`src/rtl/smm_win_pkg.sv`:
```
package smm_win_pkg;

   localparam int unsigned SEL_W    = 2;
   localparam int unsigned MB_SHIFT = 20;
   localparam int unsigned MB_W     = 4;

   typedef enum logic [SEL_W-1:0] {
      SZ_1M   = 2'b00,
      SZ_2M   = 2'b01,
      SZ_8M   = 2'b10,
      SZ_NONE = 2'b11
   } win_sel_e;

   typedef struct packed {
      logic ram;
      logic sink;
   } route_t;

   // Size in megabytes for a selector code; zero for the reserved code.
   function automatic logic [MB_W-1:0] sel_to_mb(input win_sel_e s);
      logic [MB_W-1:0] mb;
      unique case (s)
         SZ_1M:   mb = 4'd1;
         SZ_2M:   mb = 4'd2;
         SZ_8M:   mb = 4'd8;
         default: mb = 4'd0;
      endcase
      return mb;
   endfunction

endpackage

```
`src/rtl/smm_win_geom.sv`:
```
module smm_win_geom
   import smm_win_pkg::*;
#(
   parameter int unsigned ADDR_W = 32,
   parameter logic [ADDR_W-1:0] TOLM = 32'h1000_0000
) (
   input  logic                 en_i,
   input  logic [SEL_W-1:0]     sel_i,
   output logic                 live_o,
   output logic [ADDR_W-1:0]    base_o
);

   localparam logic [ADDR_W-1:0] MB_ONE  = ADDR_W'(1) << MB_SHIFT;
   localparam logic [ADDR_W-1:0] MAX_WIN = ADDR_W'(8) << MB_SHIFT;

   generate
      if (ADDR_W < MB_SHIFT + MB_W) begin : g_bad_width
         $error("smm_win_geom: ADDR_W too small for an 8 MB window");
      end
      if ((TOLM % MB_ONE) != '0) begin : g_bad_align
         $error("smm_win_geom: TOLM must be 1 MB aligned");
      end
      if (TOLM < MAX_WIN) begin : g_bad_tolm
         $error("smm_win_geom: TOLM must be at least 8 MB");
      end
   endgenerate

   logic [MB_W-1:0]   mb;
   logic [ADDR_W-1:0] size;

   always_comb begin
      mb     = en_i ? sel_to_mb(win_sel_e'(sel_i)) : '0;
      size   = {{(ADDR_W-MB_W){1'b0}}, mb} << MB_SHIFT;
      live_o = (size != '0);
      base_o = TOLM - size;
   end

   always_comb begin
      if (live_o) begin
         assert_base_aligned_R3: assert (base_o[MB_SHIFT-1:0] == '0)
            else $error("window base not 1 MB aligned");
         assert_base_range_R3: assert ((base_o < TOLM) && (base_o >= TOLM - MAX_WIN))
            else $error("window base outside the 8 MB span below TOLM");
      end
      if (!en_i) begin
         assert_disabled_dead_R1: assert (!live_o)
            else $error("window live while disabled");
      end
   end

endmodule

```
`src/rtl/smm_win_decode.sv`:
```
module smm_win_decode
   import smm_win_pkg::*;
#(
   parameter int unsigned ADDR_W = 32,
   parameter logic [ADDR_W-1:0] TOLM = 32'h1000_0000
) (
   input  logic              valid_i,
   input  logic [ADDR_W-1:0] addr_i,
   input  logic              smm_i,
   input  logic              dma_i,
   input  logic              live_i,
   input  logic [ADDR_W-1:0] base_i,
   output route_t            route_o
);

   logic in_win;
   logic trusted;

   always_comb begin
      in_win       = live_i && (addr_i >= base_i) && (addr_i < TOLM);
      trusted      = smm_i && !dma_i;
      route_o.sink = valid_i && in_win && !trusted;
      route_o.ram  = valid_i && !route_o.sink;
   end

   always_comb begin
      if (valid_i) begin
         assert_one_route_R9: assert ($countones({route_o.ram, route_o.sink}) == 1)
            else $error("valid request without exactly one route");
      end else begin
         assert_idle_route_R9: assert ({route_o.ram, route_o.sink} == 2'b00)
            else $error("route asserted while idle");
      end
      if (!live_i) begin
         assert_no_sink_dead_R1: assert (!route_o.sink)
            else $error("sink selected with no live window");
      end
      if (addr_i >= TOLM) begin
         assert_above_tolm_ram_R3: assert (!route_o.sink)
            else $error("address above TOLM sunk");
      end
   end

endmodule

```
`src/rtl/smm_win_sink.sv`:
```
module smm_win_sink #(
   parameter int unsigned DATA_W = 32,
   parameter logic [7:0]  FILL   = 8'hFF
) (
   input  logic                  sel_i,
   input  logic                  write_i,
   input  logic [DATA_W/8-1:0]   be_i,
   output logic [DATA_W-1:0]     rdata_o
);

   localparam int unsigned BE_W = DATA_W / 8;

   generate
      if ((DATA_W % 8) != 0 || DATA_W == 0) begin : g_bad_data
         $error("smm_win_sink: DATA_W must be a nonzero multiple of 8");
      end
   endgenerate

   logic rd_hit;
   assign rd_hit = sel_i && !write_i;

   for (genvar i = 0; i < BE_W; i++) begin : g_lane
      assign rdata_o[8*i +: 8] = (rd_hit && be_i[i]) ? FILL : 8'h00;
   end

endmodule

```
`src/rtl/smm_win_guard.sv`:
```
module smm_win_guard
   import smm_win_pkg::*;
#(
   parameter int unsigned ADDR_W = 32,
   parameter int unsigned DATA_W = 32,
   parameter logic [ADDR_W-1:0] TOLM = 32'h1000_0000
) (
   input  logic                  req_valid_i,
   input  logic [ADDR_W-1:0]     req_addr_i,
   input  logic                  req_write_i,
   input  logic [DATA_W/8-1:0]   req_be_i,
   input  logic                  req_smm_i,
   input  logic                  req_dma_i,
   input  logic                  win_en_i,
   input  logic [1:0]            win_sel_i,
   output logic                  req_ready_o,
   output logic                  rsp_valid_o,
   output logic                  route_ram_o,
   output logic                  route_sink_o,
   output logic [ADDR_W-1:0]     ram_addr_o,
   output logic [DATA_W-1:0]     rsp_rdata_o
);

   logic              live;
   logic [ADDR_W-1:0] base;
   route_t            route;

   smm_win_geom #(.ADDR_W(ADDR_W), .TOLM(TOLM)) u_geom (
      .en_i   (win_en_i),
      .sel_i  (win_sel_i),
      .live_o (live),
      .base_o (base)
   );

   smm_win_decode #(.ADDR_W(ADDR_W), .TOLM(TOLM)) u_dec (
      .valid_i (req_valid_i),
      .addr_i  (req_addr_i),
      .smm_i   (req_smm_i),
      .dma_i   (req_dma_i),
      .live_i  (live),
      .base_i  (base),
      .route_o (route)
   );

   smm_win_sink #(.DATA_W(DATA_W)) u_sink (
      .sel_i   (route.sink),
      .write_i (req_write_i),
      .be_i    (req_be_i),
      .rdata_o (rsp_rdata_o)
   );

   assign req_ready_o  = 1'b1;
   assign rsp_valid_o  = req_valid_i;
   assign route_ram_o  = route.ram;
   assign route_sink_o = route.sink;
   assign ram_addr_o   = route.ram ? req_addr_i : '0;

   always_comb begin
      if (route_ram_o) begin
         assert_ram_no_data_R7: assert (rsp_rdata_o == '0)
            else $error("sink data on a RAM route");
         assert_ram_same_addr_R6: assert (ram_addr_o == req_addr_i)
            else $error("RAM address translated");
      end
      if (route_sink_o && req_write_i) begin
         assert_write_dropped_R7: assert (!route_ram_o && rsp_rdata_o == '0)
            else $error("sink write not discarded");
      end
      if (route_sink_o && req_smm_i && !req_dma_i) begin
         assert_smm_cpu_pass_R6: assert (1'b0)
            else $error("SMM processor access sunk");
      end
   end

endmodule

```
`config.mk`:
```
export PLATFORM = sky130hd
export DESIGN_NAME = smm_win_guard
export DESIGN_NICKNAME = d
export VERILOG_FILES = /design/src/rtl/smm_win_pkg.sv /design/src/rtl/smm_win_geom.sv /design/src/rtl/smm_win_decode.sv /design/src/rtl/smm_win_sink.sv /design/src/rtl/smm_win_guard.sv
export SDC_FILE = /design/constraint.sdc
export NUM_CORES = 1
export LEC_CHECK = 0
export BUFFER_PORTS_ARGS = -buffer_cell sky130_fd_sc_hd__buf_2
export CORE_MARGIN = 2
export CORE_UTILIZATION = 25
export DETAILED_ROUTE_END_ITERATION = 7
export GPL_TIMING_DRIVEN = 0
export PLACE_DENSITY_LB_ADDON = 0.25
export SLEW_MARGIN = 20
export SYNTH_ARGS = -nofsm -noshare
export SYNTH_HDL_FRONTEND = slang
export SYNTH_SLANG_ARGS = --single-unit
```
`constraint.sdc`:
```
create_clock -name vclk -period 5.8
set_input_delay 0.58 -clock vclk [all_inputs]
set_output_delay 0.58 -clock vclk [all_outputs]
set_load 0.005 [all_outputs]
```
## Word level (Yosys, flattened, before mapping)

Cells that the tools add are included.

- Register bits: 0
- Bits of input ports: 43
- Output and inout port bits: 68
- Word-level logic and storage cells: 29

- $add $sub $neg: 1
- Magnitude comparators: 2
- Eq/ne operators: 2
- Multiplexer cells: 7
- Reduce and logical (&&, ||, !) cells: 17

Operator list:

| cell | count |
|---|---|
| $ge 32x32->1 | 1 |
| $lt 32x29->1 const B | 1 |
| $mux 32 | 1 |
| $mux 8 | 4 |
| $reduce_bool 32->1 | 1 |
| $sub 29x24->30 const A | 1 |
| $pmux 4 s3 | 1 |
| $logic_and 1x1->1 | 11 |
| $logic_not 1->1 | 4 |
| $mux 4 | 1 |
| $eq 2x1->1 const B | 1 |
| $eq 2x2->1 const B | 1 |
| $logic_not 2->1 | 1 |

## Depth between registers and ports, before layout

- Depth in word-level cells: 12
- Mapped depth: 11
- Gate-level depth less buffers: 10

## Cells and area by module

A second synthesis with hierarchy kept.

- Cells, all modules: 221
- Area total of the unflattened synthesis: 1669.1 um2

Modules (own cells, without submodules):

| module | instances | cells each | area an instance (um2) | sequential area each (um2) |
|---|---|---|---|---|
| smm_win_decode | 1 | 114 | 867.1 | 0.0 |
| smm_win_geom | 1 | 37 | 282.8 | 0.0 |
| smm_win_guard | 1 | 38 | 274.0 | 0.0 |
| smm_win_sink | 1 | 32 | 245.2 | 0.0 |

## Least setup slack after synthesis

OpenSTA, ideal clock, no wires.

- Kind: in2out
- Start: in win_sel_i[1]
- End: out rsp_rdata_o[10]
- Arrival time: 2.723 ns
- Data required time: 5.220 ns
- Slack: 2.497 ns
- Stages: 10
- Path buffers: 1
- Cell sequence: nand2b_1 > or2_2 > ha_1 > inv_1 > ha_1 > o21ai_0 > o31a_1 > o211ai_4 > and4b_1 > buf_4

- Cells in the longest elaborated chain, start to end: 12
- Elaborated cells between the ends (all ways): 15
- Classes of those cells: 1 x add/sub; 1 x order compare; 2 x eq/ne; 3 x mux; 8 x reduce/logical

RTL lines:

| element | RTL line | source |
|---|---|---|
| from (decl) | smm_win_guard.sv:15 | `input logic [1:0] win_sel_i,` |
| $eq 2x2->1 (tied with other cells) | smm_win_pkg.sv:22 | `unique case (s)` |
| $pmux 4 s3 (*) | smm_win_pkg.sv:22 |  |
| $mux 4 (*) | smm_win_geom.sv:32 | `mb = en_i ? sel_to_mb(win_sel_e'(sel_i)) : '0;` |
| $sub 29x24->30 | smm_win_geom.sv:35 | `base_o = TOLM - size;` |
| $ge 32x32->1 | smm_win_decode.sv:20 | `in_win = live_i && (addr_i >= base_i) && (addr_i < TOLM);` |
| $logic_and 1x1->1 (*) (2 in series) | smm_win_decode.sv:20 |  |
| $logic_and 1x1->1 (*) (2 in series) | smm_win_decode.sv:22 | `route_o.sink = valid_i && in_win && !trusted;` |
| $logic_and 1x1->1 (*) | smm_win_sink.sv:20 | `assign rd_hit = sel_i && !write_i;` |
| $logic_and 1x1->1 (*) | smm_win_sink.sv:23 | `assign rdata_o[8*i +: 8] = (rd_hit && be_i[i]) ? FILL : 8'h00;` |
| $mux 8 (*) | smm_win_sink.sv:23 |  |
| to (decl) | smm_win_guard.sv:21 | `output logic [DATA_W-1:0] rsp_rdata_o` |

Every way passes the cells marked *; elsewhere a longest branch is shown, timed or not.

## Worst setup path in the final report

- Start: in win_sel_i[1]
- End: out rsp_rdata_o[15]

The elaborated chain is that of the path after synthesis.

==> results.json <==
{
  "final_cells": 300,
  "chipHeight_um": 65.8,
  "die_area_mm2": 0.00433,
  "final_cell_mix": "buf_2 (112), buf_4 (30), nand2_1 (29)",
  "drc": 0,
  "syn_avg_cell_area_um2": 6.68,
  "design_area_mm2": 0.00156,
  "grt_max_degree": 11,
  "die_w_um": 65.8,
  "p_per_area_mw_per_mm2": 47.2,
  "drive_above_1_share_pct": 63.1,
  "antenna_found_initial": 0,
  "netlist_instances": 143,
  "nClkBuffers": 0,
  "ant_nets": 0,
  "drtPass1Iterations": 4,
  "num_rows": 22,
  "critPathRequiredTime_ns": 5.22,
  "finalHoldViolCount": 0,
  "pin_count": 111,
  "hold_path.class": "in -> out",
  "grt_pass1_wl_um": 4190,
  "postCtsResizedCells": 0,
  "ys_warn_count": 0,
  "grt.overflow.total": 0,
  "synth_nets": 193,
  "critPathCapture": "rsp_rdata_o[15]",
  "post-place-cells": 300,
  "grt-busiest-layer": "met2",
  "drt-initial-drc-count": 31,
  "via_per_inst": 4.21,
  "initial_core_util_pct": 26.1,
  "met3_usage_pct": 1.02,
  "tns_ns": 0,
  "holdBufCountCts": 0,
  "synth_area_um2": 955,
  "rsz0062_at_grt": "no",
  "fillers": 381,
  "final_util_pct": 42.6,
  "post-route-period-util_pct": 63.6,
  "fmax_ghz": 0.271,
  "cap_viol_max_count": 0,
  "cts_setup_buffers": 0,
  "status": "finished, final reports clean",
  "synth_cell_types": 31,
  "synthTopCellsByArea": "buf_4 (24%), nand2_1 (11%), a21oi_1 (10%), a21oi_2 (9.2%), ha_1 (9.2%)",
  "startpoint": "win_sel_i[1]",
  "core-area_mm2": 0.00366,
  "power_mw": 0.0737,
  "endpoint_kind": "primary output",
  "n_sequential_cell": 0,
  "power.leakage_nw": 1.00,
  "multi_input_area_um2": 658,
  "drt_wl_total_um": 2920,
  "port_buffers": 109,
  "vias": 1264,
  "dp_hpwl_um": 2490,
  "cp.arrival_ns": 3.11,
  "track_usage_pct": 11.5,
  "grt_pass1_vias": 916,
  "antenna_cells": 0,
  "startpoint_type": "input port",
  "grt_util_met1_pct": 15.1,
  "wl_per_cell_um": 9.74,
  "area_delta_synth_final_pct": 63.4,
  "post-route-min-period_ns": 3.69,
  "crit_type": "in -> out",
  "regArea_um2": 0,
  "synth_top_area_cell": "buf_4",
  "crit_fanout": 8,
  "setup_violations": 0,
  "slew_violations": 0,
  "nNetsFinal": 304,
  "vdd_drop_max_v": 0.0000303,
  "placed_area_mm2": 0.00156,
  "synth_top_cell_area_share_pct": 23.6,
  "layout_commonest_cell": "buf_2",
  "place_congestion": 0.684,
  "ys_seq_area_share_pct": 0,
  "grtUsageMet2_pct": 21.5
}
[worst min-delay path by stage]
stage                          to     startpoint  cells after the start
CTS                   rsp_valid_o    req_valid_i                      2
floorplan           ram_addr_o[0]  req_addr_i[0]                      2
finish                rsp_valid_o    req_valid_i                      2
detailed placement    rsp_valid_o    req_valid_i                      2
global placement      rsp_valid_o    req_valid_i                      2
global route          rsp_valid_o    req_valid_i                      2
[final cells by class]
class | count | share of cell area, %
inverter | 2 | 0.481
multi-input combinational | 101 | 42.2
timing repair buffer | 109 | 35.0
buffer | 40 | 18.5
tap | 48 | 3.85
[layer usage]
metal / vias up / share of wire (%)
met5: - / 0
met4: 0 / 0
met3: 0 / 9.9
met2: 68 / 47
met1: 522 / 43
li1: 674 / -
[worst max-delay path, stage by stage]
cell and delay [ns]:
buf_2 0.11, nand2b_1 0.20, or2_2 0.30, ha_1 0.27, inv_1 0.04, ha_1 0.25
o21ai_0 0.06, o31a_1 0.32, o211ai_4 0.32, and4b_1 0.40, buf_4 0.15, buf_2 0.10
[stage by stage]
| stage | hold slack (ns) | worst slack (ns) |
|---|---|---|
| floorplan | 1.23 | 2.50 |
| CTS | 1.34 | 2.08 |
| finish | 1.34 | 2.11 |
| global placement | 1.34 | 2.09 |
| global route | 1.35 | 1.95 |
| detailed placement | 1.34 | 2.09 |
[power by group]
group	internal [mW]	leakage [nW]	switching [mW]	total, mW
sequential	0	0	0	0
clock	0	0	0	0
combinational	0.0375	1.00	0.0362	0.0737
total	0.0375	1.00	0.0362	0.0737
[synthesized netlist by cell type (2+ instances only)]
| library cell | instances |
|---|---|
| inv_1 | 2 |
| buf_6 | 3 |
| buf_4 | 30 |
| and4b_1 | 5 |
| and2_1 | 7 |
| a21oi_2 | 10 |
| nand2b_1 | 2 |
| a21oi_1 | 19 |
| clkbuf_1 | 4 |
| nand2_1 | 29 |
| buf_2 | 3 |
| ha_1 | 7 |
| nand3b_1 | 3 |
| nor2b_1 | 2 |
[logic make-up after synthesis]
| logic type | synth area share (%) |
|---|---|
| adder cells (fa/ha/maj) | 9.17 |
| buffers and inverters | 31.1 |
| other | 0.393 |
| AO/OA/AOI/OAI | 26.0 |
| AND/OR/NAND/NOR | 32.5 |
| XOR/XNOR | 0.918 |
Note: power is estimated with default switching activity, not from simulation.
